[src/rtl/srx_pkg.sv]
// Shared types for the serial receiver.
// Assumes: only the modules of the serial receiver import it.
package srx_pkg;

    // Bit-timing states of the frame engine
    typedef enum logic [2:0] {
        RX_IDLE,
        RX_START,
        RX_DATA,
        RX_PARITY,
        RX_STOP
    } rx_state_e;

    // Error outcome of one completed frame
    typedef struct packed {
        logic par_bad;
        logic stop_bad;
    } frame_err_t;

endpackage

[src/rtl/srx_sync.sv]
// Multi-flop synchronizer that brings the asynchronous serial line into the clock domain.
// Assumes: STAGES >= 2; the reset value is the idle level of the line.
module srx_sync #(
    parameter int   STAGES    = 2,
    parameter logic RESET_VAL = 1'b1
) (
    input  logic clk,
    input  logic rst_n,
    input  logic din,
    output logic dout
);

    logic [STAGES-1:0] pipe;

    // Shift the raw line through the flop chain
    always_ff @(posedge clk) begin
        if (!rst_n) begin
            pipe <= {STAGES{RESET_VAL}};
        end else begin
            pipe <= {pipe[STAGES-2:0], din};
        end
    end

    assign dout = pipe[STAGES-1];

endmodule

[src/rtl/srx_framer.sv]
// Frame engine: finds the start edge, times each bit from the oversampling tick,
// samples the bit at mid-period and shifts the data in LSB first. When the stop bit
// is sampled it pulses done for one clock, with the word and the error outcome.
// Assumes: line is already synchronized; parity settings stay constant during a frame;
// OVERSAMPLE >= 4 and DATA_BITS >= 2.
module srx_framer
    import srx_pkg::*;
#(
    parameter int DATA_BITS  = 8,
    parameter int OVERSAMPLE = 16
) (
    input  logic                 clk,
    input  logic                 rst_n,
    input  logic                 line,
    input  logic                 tick,
    input  logic                 parity_en,
    input  logic                 parity_odd,
    output logic                 done,
    output logic [DATA_BITS-1:0] word,
    output frame_err_t           err
);

    localparam int CNT_W = $clog2(OVERSAMPLE);
    localparam int IDX_W = (DATA_BITS > 1) ? $clog2(DATA_BITS) : 1;
    localparam logic [CNT_W-1:0] MID_CNT  = CNT_W'(OVERSAMPLE / 2 - 1);
    localparam logic [CNT_W-1:0] LAST_CNT = CNT_W'(OVERSAMPLE - 1);
    localparam logic [IDX_W-1:0] LAST_IDX = IDX_W'(DATA_BITS - 1);

    rx_state_e            st;
    logic [CNT_W-1:0]     cnt;
    logic [IDX_W-1:0]     idx;
    logic [DATA_BITS-1:0] shreg;
    logic                 par_bit;
    logic                 line_prev;
    logic                 at_mid;
    logic                 at_last;

    assign at_mid  = (cnt == MID_CNT);
    assign at_last = (cnt == LAST_CNT);
    assign word    = shreg;

    // Bit timing, sampling and frame sequencing
    always_ff @(posedge clk) begin
        if (!rst_n) begin
            st        <= RX_IDLE;
            cnt       <= '0;
            idx       <= '0;
            shreg     <= '0;
            par_bit   <= 1'b0;
            line_prev <= 1'b1;
            done      <= 1'b0;
            err       <= '0;
        end else begin
            done <= 1'b0;
            if (tick) begin
                line_prev <= line;
                if (st == RX_IDLE) begin
                    if (line_prev && !line) begin
                        st  <= RX_START;
                        cnt <= '0;
                    end
                end else begin
                    cnt <= at_last ? '0 : cnt + 1'b1;
                    unique case (st)
                        RX_START: begin
                            if (at_mid && line) begin
                                st <= RX_IDLE;
                            end else if (at_last) begin
                                st  <= RX_DATA;
                                idx <= '0;
                            end
                        end
                        RX_DATA: begin
                            if (at_mid) begin
                                shreg <= {line, shreg[DATA_BITS-1:1]};
                            end
                            if (at_last) begin
                                if (idx == LAST_IDX) begin
                                    st <= parity_en ? RX_PARITY : RX_STOP;
                                end else begin
                                    idx <= idx + 1'b1;
                                end
                            end
                        end
                        RX_PARITY: begin
                            if (at_mid) begin
                                par_bit <= line;
                            end
                            if (at_last) begin
                                st <= RX_STOP;
                            end
                        end
                        RX_STOP: begin
                            if (at_mid) begin
                                st           <= RX_IDLE;
                                done         <= 1'b1;
                                err.stop_bad <= !line;
                                err.par_bad  <= parity_en &&
                                                (par_bit != ((^shreg) ^ parity_odd));
                            end
                        end
                        default: st <= RX_IDLE;
                    endcase
                end
            end
        end
    end

endmodule

[src/rtl/srx_status.sv]
// Holding register, status flags and interrupt gating. On each completed frame it
// decides between overrun, error delivery and clean delivery.
// Assumes: done is a one-clock pulse; a read strobe in the same clock as done counts first.
module srx_status
    import srx_pkg::*;
#(
    parameter int DATA_BITS = 8
) (
    input  logic                 clk,
    input  logic                 rst_n,
    input  logic                 done,
    input  logic [DATA_BITS-1:0] word,
    input  frame_err_t           err,
    input  logic                 rd_ack,
    input  logic                 clr_ovr,
    input  logic                 clr_par,
    input  logic                 clr_frm,
    input  logic                 irq_en,
    output logic [DATA_BITS-1:0] rx_data,
    output logic                 flag_ready,
    output logic                 flag_ovr,
    output logic                 flag_par,
    output logic                 flag_frm,
    output logic                 irq_rx,
    output logic                 irq_err
);

    logic [DATA_BITS-1:0] data_n;
    logic                 ready_n;
    logic                 ovr_n;
    logic                 par_n;
    logic                 frm_n;

    // Next flag and data values from strobes and frame outcome
    always_comb begin
        data_n  = rx_data;
        ready_n = flag_ready & ~rd_ack;
        ovr_n   = flag_ovr & ~clr_ovr;
        par_n   = flag_par & ~clr_par;
        frm_n   = flag_frm & ~clr_frm;
        if (done) begin
            if (ready_n) begin
                ovr_n = 1'b1;
            end else begin
                data_n = word;
                if (err.par_bad) begin
                    par_n = 1'b1;
                end
                if (err.stop_bad) begin
                    frm_n = 1'b1;
                end
                if (!(err.par_bad || err.stop_bad)) begin
                    ready_n = 1'b1;
                end
            end
        end
    end

    // Register data and flags
    always_ff @(posedge clk) begin
        if (!rst_n) begin
            rx_data    <= '0;
            flag_ready <= 1'b0;
            flag_ovr   <= 1'b0;
            flag_par   <= 1'b0;
            flag_frm   <= 1'b0;
        end else begin
            rx_data    <= data_n;
            flag_ready <= ready_n;
            flag_ovr   <= ovr_n;
            flag_par   <= par_n;
            flag_frm   <= frm_n;
        end
    end

    assign irq_rx  = irq_en & flag_ready;
    assign irq_err = irq_en & (flag_ovr | flag_par | flag_frm);

endmodule

[src/rtl/serial_rx_core.sv]
// Top of the asynchronous serial receiver: synchronizer, frame engine, status block.
// Assumes: baud_tick pulses OVERSAMPLE times per bit period; control inputs are
// synchronous to clk.
module serial_rx_core
    import srx_pkg::*;
#(
    parameter int DATA_BITS   = 8,
    parameter int OVERSAMPLE  = 16,
    parameter int SYNC_STAGES = 2
) (
    input  logic                 clk,
    input  logic                 rst_n,
    input  logic                 rxd_in,
    input  logic                 baud_tick,
    input  logic                 parity_en,
    input  logic                 parity_odd,
    input  logic                 irq_en,
    input  logic                 rd_ack,
    input  logic                 clr_ovr,
    input  logic                 clr_par,
    input  logic                 clr_frm,
    output logic [DATA_BITS-1:0] rx_data,
    output logic                 flag_ready,
    output logic                 flag_ovr,
    output logic                 flag_par,
    output logic                 flag_frm,
    output logic                 irq_rx,
    output logic                 irq_err
);

    logic                 line_s;
    logic                 frm_done;
    logic [DATA_BITS-1:0] frm_word;
    frame_err_t           frm_err;

    srx_sync #(
        .STAGES    (SYNC_STAGES),
        .RESET_VAL (1'b1)
    ) u_sync (
        .clk   (clk),
        .rst_n (rst_n),
        .din   (rxd_in),
        .dout  (line_s)
    );

    srx_framer #(
        .DATA_BITS  (DATA_BITS),
        .OVERSAMPLE (OVERSAMPLE)
    ) u_framer (
        .clk        (clk),
        .rst_n      (rst_n),
        .line       (line_s),
        .tick       (baud_tick),
        .parity_en  (parity_en),
        .parity_odd (parity_odd),
        .done       (frm_done),
        .word       (frm_word),
        .err        (frm_err)
    );

    srx_status #(
        .DATA_BITS (DATA_BITS)
    ) u_status (
        .clk        (clk),
        .rst_n      (rst_n),
        .done       (frm_done),
        .word       (frm_word),
        .err        (frm_err),
        .rd_ack     (rd_ack),
        .clr_ovr    (clr_ovr),
        .clr_par    (clr_par),
        .clr_frm    (clr_frm),
        .irq_en     (irq_en),
        .rx_data    (rx_data),
        .flag_ready (flag_ready),
        .flag_ovr   (flag_ovr),
        .flag_par   (flag_par),
        .flag_frm   (flag_frm),
        .irq_rx     (irq_rx),
        .irq_err    (irq_err)
    );

endmodule

[config.mk]
export PLATFORM = sky130hd
export DESIGN_NAME = serial_rx_core
export DESIGN_NICKNAME = d
export VERILOG_FILES = /design/src/rtl/srx_pkg.sv /design/src/rtl/srx_sync.sv /design/src/rtl/srx_framer.sv /design/src/rtl/srx_status.sv /design/src/rtl/serial_rx_core.sv
export SDC_FILE = /design/constraint.sdc
export NUM_CORES = 1
export LEC_CHECK = 0
export ABC_CLOCK_PERIOD_IN_PS = 3600
export BUFFER_PORTS_ARGS = -buffer_cell sky130_fd_sc_hd__buf_2
export CAP_MARGIN = 15
export CORE_MARGIN = 1.5
export CORE_UTILIZATION = 60
export CTS_CLUSTER_DIAMETER = 40
export DETAILED_ROUTE_END_ITERATION = 6
export PLACE_DENSITY = 0.88
export SETUP_SLACK_MARGIN = 0.15
export SKIP_LAST_GASP = 1
export SYNTH_ARGS = -nofsm -noshare
export SYNTH_HDL_FRONTEND = slang
export SYNTH_SLANG_ARGS = --single-unit
export TNS_END_PERCENT = 50
[constraint.sdc]
create_clock -name clk -period 3.6 [get_ports clk]
set_input_delay 0.72 -clock clk [delete_from_list [all_inputs] [get_ports clk]]
set_output_delay 0.72 -clock clk [all_outputs]
set_load 0.01 [all_outputs]
# Word-level counts from Yosys, hierarchy flattened
# Cells that the tools add are included.
# word_totals
register_bits	37
inputBits	11
output_inout_bits	14
# classes
n_bitwise	18
reduce_logical	16
n_addsub	2
n_mux	30
eq_ne	18
# op_table
op	count
two-way mux 3 bit	13
AND reduction 7 bit	2
two-way mux 1 bit	12
two-way mux 4 bit	3
!= test 3 x 1 -> 1 bit, second input constant	4
one-hot mux 3 bit (4 select lines)	1
AND reduction 4 bit	3
NOT 1 bit	9
parity 8 bit	1
bitwise AND 1 bit	6
== test 3 x 2 -> 1 bit, second input constant	2
== test 3 bit, second input constant	2
!= test 2 bit, second input constant	3
one-hot mux 3 bit (2 select lines)	1
adder 4 x 1 -> 4 bit, second input constant	1
== test 4 x 3 -> 1 bit, second input constant	1
== test 4 bit, second input constant	1
!= test 2 x 1 -> 1 bit, second input constant	2
!= test 4 x 1 -> 1 bit, second input constant	1
AND reduction 2 bit	2
OR reduction 4 bit	1
adder 3 x 1 -> 3 bit, second input constant	1
== test 3 x 1 -> 1 bit, second input constant	1
logical AND 1 bit	3
7 further kinds	8

# Depth between registers and ports, before layout
# Gate-level depths: netlist (run 1).
# depth
ltp_word	5
depth_mapped	6
mapped_depth_nobuf	6

# Hierarchy
# Synthesis (run 1) repeated with hierarchy kept, for this count alone.
# hier_totals
hier_cells	192
area_unflattened_um2	1826.8
# modules_own_cells
module	cells_per_inst	area_per_inst_um2	n_inst
srx_framer	133	1265.0	1
srx_status	55	509.2	1
srx_sync	4	52.6	1

# Worst setup path after synthesis (run 1)
# No wires, ideal clock.
# synth_timing
kind	flip-flop to flip-flop
start	register u_framer.idx[0]
end	register u_framer.idx[0]
slack_ns	1.839
stages_incl_launch_ff	7
period_less_slack_ns	1.761
arrival_time_ns	1.690
t_required_ns	3.529
cell_sequence	dfxtp_1 ha_1 ha_1 nor4b_4 a21oi_2 or4b_1 a21oi_1
# synth_between
elab_chain_len	4
elab_cells_between_ends	7
cone_classes	add/sub (1); eq/ne (2); mux (3); reduce/logical (1)
# synth_lines
item	line_no	rtl
from (decl)	srx_framer.sv:31	logic [IDX_W-1:0] idx;
from (signal assigned)	srx_framer.sv:81	idx <= idx + 1'b1;
adder 3 x 1 -> 3 bit	srx_framer.sv:81	
two-way mux 3 bit	srx_framer.sv:78	if (idx == LAST_IDX) begin
two-way mux 3 bit	srx_framer.sv:77	if (at_last) begin
one-hot mux 3 bit (2 select lines)	srx_framer.sv:64	unique case (st)
# Parallel ways exist; a longest one is shown, timed or not. The select of a mux whose other input is x is not followed.
# A chain may end at the register's enable or synchronous reset.

# Worst setup path after layout (run 1)
# layout_timing
start	register u_framer.st[0]
end	register u_framer.st[1]
# layout_between
elab_chain_len	3
elab_cells_between_ends	14
cone_classes	eq/ne (10); mux (2); reduce/logical (2)
# layout_lines
item	line_no	rtl
from (decl)	srx_framer.sv:29	rx_state_e st;
from (signal assigned)	srx_framer.sv:79	st <= parity_en ? RX_PARITY : RX_STOP;
== test 3 x 1 -> 1 bit, or another cell as far along	srx_framer.sv:64	
!= test 4 x 1 -> 1 bit (no line), or another cell as far along	n/a	
AND reduction 7 bit (no line) / two-way mux 3 bit (equally long branches)	n/a	
# Parallel ways exist; a longest one is shown, timed or not.

==> results of run 1 <==
per-layer routing:
| layer | GRT usage | routed length [um] |
|---|---|---|
| met2 | 0.3787 | 1637 |
| met1 | 0.2987 | 1539 |
| met5 | 0 | 0 |
| met3 | 0.06452 | 198 |
| met4 | 0.09635 | 47 |
kinds of logic after synthesis:
| family | Yosys count | share of synthesized area |
|---|---|---|
| simple gates | 82 | 0.2648 |
| buf+inv | 16 | 0.04473 |
| mux | 12 | 0.06927 |
| fa+ha+maj | 3 | 0.02165 |
| flops | 37 | 0.4271 |
| compound gates | 36 | 0.1292 |
| xor+xnor | 7 | 0.04329 |
report_power, final:
group	internal, W	switching [W]
clock network	0.000165	0.000131
logic	0.0000147	0.0000208
registers	0.000412	0.00000502
worst paths after layout:
kind / startpoint / endpoint / slack [ns] / cells past startpoint
min reg2reg: u_sync.pipe[0] / u_sync.pipe[1] / 0.45 / 1
min: u_sync.pipe[0] / u_sync.pipe[1] / 0.45 / 1
max reg2reg: u_framer.st[0] / u_framer.st[1] / 1.45 / 4
max: u_framer.st[0] / u_framer.st[1] / 1.45 / 4
critical path: cells and delay by family, from the launching register on:
family	cells	cell delay, ns
AO/OA/AOI/OAI	2	1.02
AND/OR/NAND/NOR	2	0.59
flip-flops	1	0.44
flip-flops by register name, indices dropped and copies added (netlist names):
register,flops
u_framer.cnt,4
u_framer.done,1
u_framer.err,2
u_framer.idx,3
u_framer.line_prev,1
u_framer.par_bit,1
u_framer.st,3
u_framer.word,8
u_status.flag_frm,1
u_status.flag_ovr,1
u_status.flag_par,1
u_status.flag_ready,1
u_status.rx_data,8
u_sync.pipe,2
through the flow:
step | util | total power, W | std cells | cell area (um2) | setup WS (ns)
finish | 0.6974 | 0.0007488 | 245 | 1923 | 1.451
global route | 0.6974 | 0.0007755 | 245 | 1923 | 1.179
CTS | 0.6974 | 0.0007527 | 245 | 1923 | 1.490
detailed placement | 0.6652 | 0.0004611 | 237 | 1834 | 1.445
global placement | 0.6652 | 0.0004593 | 237 | 1834 | 1.493
floorplan | - | 0.0004519 | 193 | 1734 | 1.839
cell type report:
class,instances,area share
multi-input cells,140,0.4763
well taps,31,0.02017
flip-flops and latches,37,0.3852
clock inverters,2,0.01952
inverters,5,0.009759
clock buffers,6,0.02668
repair buffers,24,0.06246
layout by cell type, fill, tap and decap left out, drive strengths merged, types with 4 or more instances in the layout:
| cell type | count |
|---|---|
| dfxtp | 37 |
| clkbuf | 6 |
| or4 | 5 |
| nand3 | 12 |
| nand2b | 4 |
| o21ai | 6 |
| buf | 24 |
| nor2 | 17 |
| mux2i | 12 |
| inv | 5 |
| nor2b | 6 |
| xnor2 | 4 |
| a21oi | 18 |
| nand2 | 16 |
==> flow_summary.json, run 1 <==
{
  "drt-wirelength-per-cell_um": 13.97,
  "dieWidth_um": 56.76,
  "cts_resized": 0,
  "drtAntennaViolNets": 0,
  "rows": 19,
  "cts_max_level": 2,
  "slowest_stage": "o21ai_0",
  "dieHeight_um": 56.76,
  "num-fill-cells": 220,
  "drive_gt1_frac": 0.1729,
  "antenna_found_initial": 0,
  "layout.nets": 227,
  "multi_input_area_um2": 915.9,
  "clockBufferDepth": 2,
  "netlist_instances": 193,
  "fin_crit_sh": 0.5971,
  "ys_warn_count": 0,
  "hold_violations": 0,
  "end_kind": "register",
  "fin_crit_ns": 2.149,
  "powerDensity_mw_per_mm2": 389.4,
  "start_kind": "register",
  "fmax_mhz": 465.2,
  "die_area_mm2": 0.003222,
  "insertion_delay_ns": 0.34,
  "post-route-drc-count": 0,
  "synthTopCellsByArea": "dfxtp_1, mux2i_1, a21oi_1",
  "hold_path.class": "reg2reg",
  "clk_pin_slew_ns": 0.10,
  "maxCapViolations": 0,
  "viasPerCell": 6.004,
  "ys.flop_type": "dfxtp_1",
  "io_pins": 25,
  "hold_ws_ns": 0.4473,
  "yosys-top-cells-count": "dfxtp_1, a21oi_1, nor2_1, nand2_1",
  "clock_sinks": 37,
  "status": "finished, final reports clean",
  "holdBufCountCts": 0,
  "worst_slew_pin_slew_ns": 0.9510,
  "postSynthAreaPerCell_um2": 8.985,
  "drv_slew": 0,
  "max-slew-margin-rel": 0.3593,
  "totalWireLength_mm": 3.423,
  "diodes": 0,
  "path_cells": "or3_1, o21ai_0, nor4_1, a31o_2",
  "dr.first_iter.drc_count": 53,
  "p_leak_nw": 0.7598,
  "ys_ff_latch": 37,
  "setup_viol": 0,
  "critical-path-max-stage-delay_ns": 0.77,
  "grt_start_max_net_pins": 33,
  "fin_setup_tns_ns": 0,
  "crit_fanout": 12,
  "io_buffers": 24,
  "post_cts_buffers": 0,
  "critPathArrivalTime_ns": 2.38,
  "grt_pass1_wl_mm": 5.878,
  "gp_congestion": 0.9133,
  "initial_core_util": 0.6289,
  "yosysSeqAreaShare": 0.4271,
  "yosysMostFrequentCell": "dfxtp_1",
  "synth_area_mm2": 0.001734,
  "coreArea_mm2": 0.002758,
  "via_count": 1471,
  "grt.overflow.total": 0,
  "crit_type": "reg2reg",
  "clockRootBuffer": "clkbuf_4",
  "skew_ns": 0.01293,
  "rsz0062_at_grt": "no",
  "hpwl_mm": 2.409,
  "ir_worst_vdd_uv": 388.5,
  "grt_usage": 0.2355,
  "synth-async-reset-ratio": 0,
  "synthesis.nets": 207,
  "syn_to_final_growth_pct": 10.89,
  "yosys.cell_types.count": 44,
  "dr.pass1.iters": 4,
  "grt_pass1_vias": 1325,
  "cts_tree": "done",
  "netlist.area_leader.share": 0.4271,
  "synth-edff-count": 0,
  "required_ns": 3.83,
  "yosysTopAreaCell": "dfxtp_1",
  "cts_buffers": 5,
  "seqCellArea_um2": 740.7
}
No activity file was read; power rests on OpenSTA's default activity.
==> run 2, diff against run 1 <==
--- a/config.mk
+++ b/config.mk
@@ -5,14 +5,14 @@
 export SDC_FILE = /design/constraint.sdc
 export NUM_CORES = 1
 export LEC_CHECK = 0
-export ABC_CLOCK_PERIOD_IN_PS = 3600
+export ABC_CLOCK_PERIOD_IN_PS = 2190
 export BUFFER_PORTS_ARGS = -buffer_cell sky130_fd_sc_hd__buf_2
 export CAP_MARGIN = 15
 export CORE_MARGIN = 1.5
-export CORE_UTILIZATION = 60
+export CORE_UTILIZATION = 56
 export CTS_CLUSTER_DIAMETER = 40
 export DETAILED_ROUTE_END_ITERATION = 6
-export PLACE_DENSITY = 0.88
+export PLACE_DENSITY = 0.83
 export SETUP_SLACK_MARGIN = 0.15
 export SKIP_LAST_GASP = 1
 export SYNTH_ARGS = -nofsm -noshare
==> constraint.sdc (replaced) <==
create_clock -name clk -period 2.19 [get_ports clk]
set_input_delay 0.438 -clock clk [delete_from_list [all_inputs] [get_ports clk]]
set_output_delay 0.438 -clock clk [all_outputs]
set_load 0.01 [all_outputs]
==> flow_summary.json, run 2 (synthesis gave the netlist of run 1 again) <==
{
  "whs_endpoint": "u_sync.pipe[0]",
  "crit_fanout": 7,
  "num-fill-cells": 267,
  "initial_core_util": 0.5775,
  "grt_start_max_net_pins": 23,
  "post-route-drc-count": 0,
  "dr_wl_met2_mm": 1.541,
  "highest_layer": "met4",
  "layout.nets": 233,
  "rrSetupSlack_ns": 0.26,
  "powerDensity_mw_per_mm2": 634.7,
  "die_area_mm2": 0.003440,
  "grt.overflow.total": 0,
  "dieWidth_um": 58.65,
  "grt_pass1_vias": 1245,
  "clockBufferDepth": 2,
  "cts_max_level": 2,
  "setup_viol": 0,
  "p_leak_nw": 0.7905,
  "dr.first_iter.drc_count": 47,
  "via_count": 1438,
  "dieHeight_um": 58.65,
  "min_from": "rxd_in",
  "dp_slack_ns": 0.2625,
  "maxCapViolations": 0,
  "drive_gt1_frac": 0.1955,
  "regToRegEndpoint": "u_framer.st[1]",
  "final_area_mm2": 0.001971,
  "syn_to_final_growth_pct": 13.64,
  "clock_sinks": 37,
  "worst_slew_pin_slew_ns": 0.6225,
  "hold_violations": 0,
  "r2r-start": "u_framer.cnt[0]",
  "fmax_mhz": 518.8,
  "dr.pass1.iters": 4,
  "seqCellArea_um2": 740.7,
  "skew_ns": 0.008389,
  "grt_pass1_wl_mm": 5.609,
  "hold_path_depth": 2,
  "required_ns": 2.44,
  "hpwl_mm": 2.361,
  "end_kind": "register",
  "start_kind": "register",
  "multi_input_area_um2": 915.9,
  "fin_crit_sh": 0.8801,
  "totalWireLength_mm": 3.308,
  "gp_congestion": 0.8111,
  "critPathArrivalTime_ns": 2.17,
  "insertion_delay_ns": 0.34,
  "diodes": 0,
  "fin_crit_ns": 1.927,
  "worst_slack_ns": 0.2626,
  "grt_usage": 0.2140,
  "viasPerCell": 5.684,
  "ir_worst_vdd_uv": 543.9,
  "final_cell_mix": "dfxtp_1, buf_2, nor2_1, a21oi_1, nand2_1",
  "status": "finished, final reports clean",
  "cts_buffers": 5,
  "clockRootBuffer": "clkbuf_4",
  "coreArea_mm2": 0.003003,
  "drtAntennaViolNets": 0,
  "place_area_mm2": 0.001882,
  "holdBufCountCts": 0,
  "layout_commonest_cell": "dfxtp_1",
  "wl_met1_mm": 1.547,
  "r2r_cells": 5,
  "clk_pin_slew_ns": 0.11,
  "rsz0062_at_grt": "yes",
  "fin_setup_tns_ns": 0,
  "met3_length_um": 163,
  "hold_path.class": "in2reg",
  "crit_type": "reg2reg",
  "rows": 20,
  "antenna_found_initial": 0,
  "cts_tree": "done",
  "io_buffers": 24,
  "drv_slew": 0,
  "drt-wirelength-per-cell_um": 13.08,
  "io_pins": 25,
  "max-slew-margin-rel": 0.5822
}
## run 2: changes by cell type in the layout (fill, tap and decap cells not counted), sizes merged
cell,previous run,this run
buf,24,30
## run 2: layout make-up
cell class / count / area share
repair buffers: 30 / 0.08381
inverters: 5 / 0.009524
clock buffers: 6 / 0.02603
multi-input cells: 140 / 0.4648
flip-flops and latches: 37 / 0.3759
clock inverters: 2 / 0.01905
well taps: 33 / 0.02095
## run 2: metal layers
layer,track usage,up-vias
met2,0.3291,42
met4,0.08766,0
li1,-,738
met3,0.04835,6
met5,0,-
met1,0.2921,652
## run 2: power by group
group	internal (W)	switching (W)	leakage [nW]	total, W
registers	0.000677	0.00000262	0.299	0.000680
logic	0.0000282	0.0000413	0.447	0.0000695
clock network	0.000271	0.000230	0.0445	0.000502
## run 2: worst max-delay path: stages, from the launching register on
cell	delay [ns]
dfxtp_1	0.38
ha_1	0.27
and3b_1	0.26
o2bb2ai_1	0.15
or4_1	0.50
a31o_2	0.27
## run 2: how the worst max path moves through the flow
| stage | from | end | slack (ns) | depth (start not counted) |
|---|---|---|---|---|
| final | u_framer.cnt[0] | u_framer.st[1] | 0.26 | 5 |
| after detailed placement | u_framer.st[0] | u_framer.st[0] | 0.26 | 4 |
| after floorplan | u_framer.idx[0] | u_framer.idx[0] | 0.43 | 6 |
| after global routing | u_framer.idx[0] | u_framer.idx[0] | 0.15 | 6 |
| after global placement | u_framer.st[0] | u_framer.st[0] | 0.30 | 4 |
| after CTS | u_framer.st[0] | u_framer.st[0] | 0.23 | 4 |
## run 2: per-stage QoR
stage	hold slack [ns]	utilization	total power [W]	std cells
finish	0.2741	0.6563	0.001251	253
global route	0.2671	0.6563	0.001297	253
CTS	0.2667	0.6563	0.001260	253
detailed placement	0.4020	0.6267	0.0007632	245
global placement	0.3883	0.6267	0.0007619	245
floorplan	0.3863	-	0.0007428	193
## run 2: timing repair
action | CTS | global route
endpoints found under the setup margin | 0 | 6
setup buffers | 0 | 0
gates resized for setup | 0 | 1
==> run 3, diff against run 2 <==
--- a/config.mk
+++ b/config.mk
@@ -5,14 +5,14 @@
 export SDC_FILE = /design/constraint.sdc
 export NUM_CORES = 1
 export LEC_CHECK = 0
-export ABC_CLOCK_PERIOD_IN_PS = 2190
+export ABC_CLOCK_PERIOD_IN_PS = 2000
 export BUFFER_PORTS_ARGS = -buffer_cell sky130_fd_sc_hd__buf_2
 export CAP_MARGIN = 15
 export CORE_MARGIN = 1.5
 export CORE_UTILIZATION = 56
 export CTS_CLUSTER_DIAMETER = 40
 export DETAILED_ROUTE_END_ITERATION = 6
-export PLACE_DENSITY = 0.83
+export PLACE_DENSITY = 0.87
 export SETUP_SLACK_MARGIN = 0.15
 export SKIP_LAST_GASP = 1
 export SYNTH_ARGS = -nofsm -noshare
==> constraint.sdc (replaced) <==
create_clock -name clk -period 2 [get_ports clk]
set_input_delay 0.4 -clock clk [delete_from_list [all_inputs] [get_ports clk]]
set_output_delay 0.4 -clock clk [all_outputs]
set_load 0.01 [all_outputs]
==> flow_summary.json, run 3 (synthesis gave the netlist of run 1 again) <==
{
  "dr.first_iter.drc_count": 47,
  "crit_buf_inv": 0,
  "crit_fanout": 6,
  "antenna_found_initial": 0,
  "syn_to_final_growth_pct": 15.73,
  "final_cell_mix": "dfxtp_1, buf_2, nor2_1, nand2_1, a21oi_1",
  "slowest_stage": "or4b_1",
  "die_area_mm2": 0.003440,
  "clk_pin_slew_ns": 0.10,
  "initial_core_util": 0.5775,
  "hpwl_mm": 2.411,
  "worst_slew_pin_slew_ns": 0.4248,
  "fin_setup_tns_ns": 0,
  "clock_sinks": 37,
  "internal_power_w": 0.001029,
  "max-slew-margin-rel": 0.7161,
  "dieHeight_um": 58.65,
  "gp_congestion": 0.8510,
  "grt_pass1_wl_mm": 5.658,
  "dieWidth_um": 58.65,
  "cts_buffers": 5,
  "io_pins": 25,
  "swShare": 0.2243,
  "grt_usage": 0.2185,
  "met3_length_um": 152,
  "end_kind": "register",
  "dr.pass1.iters": 4,
  "fmax_mhz": 557.3,
  "skew_ns": 0.008723,
  "clockRootBuffer": "clkbuf_4",
  "drv_slew": 0,
  "start_kind": "register",
  "hold_path.class": "in2reg",
  "share_comb_of_total_power": 0.059,
  "io_buffers": 24,
  "critical-path-max-stage-delay_ns": 0.53,
  "fin_crit_ns": 1.794,
  "required_ns": 2.28,
  "crit_type": "reg2reg",
  "grt_pass1_vias": 1259,
  "maxCapViolations": 0,
  "powerDensity_mw_per_mm2": 660.9,
  "cts_max_level": 2,
  "wl_met1_mm": 1.591,
  "drive_gt1_frac": 0.2332,
  "grt.overflow.total": 0,
  "coreArea_mm2": 0.003003,
  "rsz0062_at_grt": "no",
  "seq_power_share": 0.561,
  "num-fill-cells": 265,
  "switchingPower_w": 0.0002975,
  "insertion_delay_ns": 0.35,
  "layout_commonest_cell": "dfxtp_1",
  "totalWireLength_mm": 3.480,
  "path_cells": "ha_1, ha_1, nor4b_4, a21oi_2, or4b_1, a21oi_2",
  "cts_tree": "done",
  "power_frac_clock": 0.380,
  "via_count": 1489,
  "drtAntennaViolNets": 0,
  "fin_crit_sh": 0.8972,
  "setup_viol": 0,
  "rows": 20,
  "ir_worst_vdd_uv": 715.2,
  "dr_wl_met2_mm": 1.677,
  "status": "finished, final reports clean",
  "layout.nets": 237,
  "cpLargestDelayFamily": "simple AND/OR/NAND/NOR gates",
  "clockBufferDepth": 2,
  "highest_layer": "met4",
  "hold_violations": 0,
  "post-route-drc-count": 0,
  "holdBufCountCts": 0,
  "fin_total_pwr_w": 0.001326,
  "viasPerCell": 5.816,
  "p_leak_nw": 0.8056,
  "critPathArrivalTime_ns": 2.07,
  "diodes": 0,
  "drt-wirelength-per-cell_um": 13.59,
  "grt_start_max_net_pins": 24
}
run 3: per-layer routing:
metal	up-vias	global-route usage
met1	703	0.2835
met3	5	0.07253
met2	38	0.3419
li1	743	-
met4	0	0.07792
met5	-	0
run 3: power groups by stage:
stage               Combinational, W  Clock [W]  Sequential (W)
finish                     0.0000782   0.000504        0.000745
global route               0.0000868   0.000547        0.000745
CTS                        0.0000766   0.000510        0.000744
detailed placement         0.0000758          0        0.000761
global placement           0.0000753          0        0.000761
floorplan                  0.0000527          0        0.000761
run 3: worst paths after layout:
check | start | endpoint | slack [ns] | depth (start not counted)
worst min register to register | u_sync.pipe[0] | u_sync.pipe[1] | 0.42 | 1
worst max-delay path | u_framer.idx[0] | u_framer.idx[0] | 0.21 | 6
worst max register to register | u_framer.idx[0] | u_framer.idx[0] | 0.21 | 6
worst min-delay path | rxd_in | u_sync.pipe[0] | 0.23 | 2
run 3: final cells by class:
class,instances,area [um2],share of cell area
multi-input cells,140,934.6,0.4657
flip-flops and latches,37,744.5,0.3709
repair buffers,34,195.2,0.09726
well taps,33,41.29,0.02057
clock buffers,5,37.54,0.01870
clock inverters,2,35.03,0.01746
inverters,5,18.77,0.009352
run 3: repair_timing:
item / CTS / global route
endpoints found under the setup margin: 2 / 7
endpoints found under the hold margin: 0 / 0
resized for setup: 1 / 8
gates cloned: 0 / 0
pin swaps: 1 / 2
setup buffers: 1 / 0
run 3: through the flow:
stage	cells	util	hold WS, ns	worst slack [ns]	cell area [um2]
floorplan	193	-	0.3863	0.2394	1734
global placement	248	0.6342	0.3881	0.1732	1904
detailed placement	248	0.6342	0.3964	0.1249	1904
CTS	256	0.6617	0.2230	0.1461	1987
global route	256	0.6683	0.2212	0.1222	2007
finish	256	0.6683	0.2343	0.2056	2007
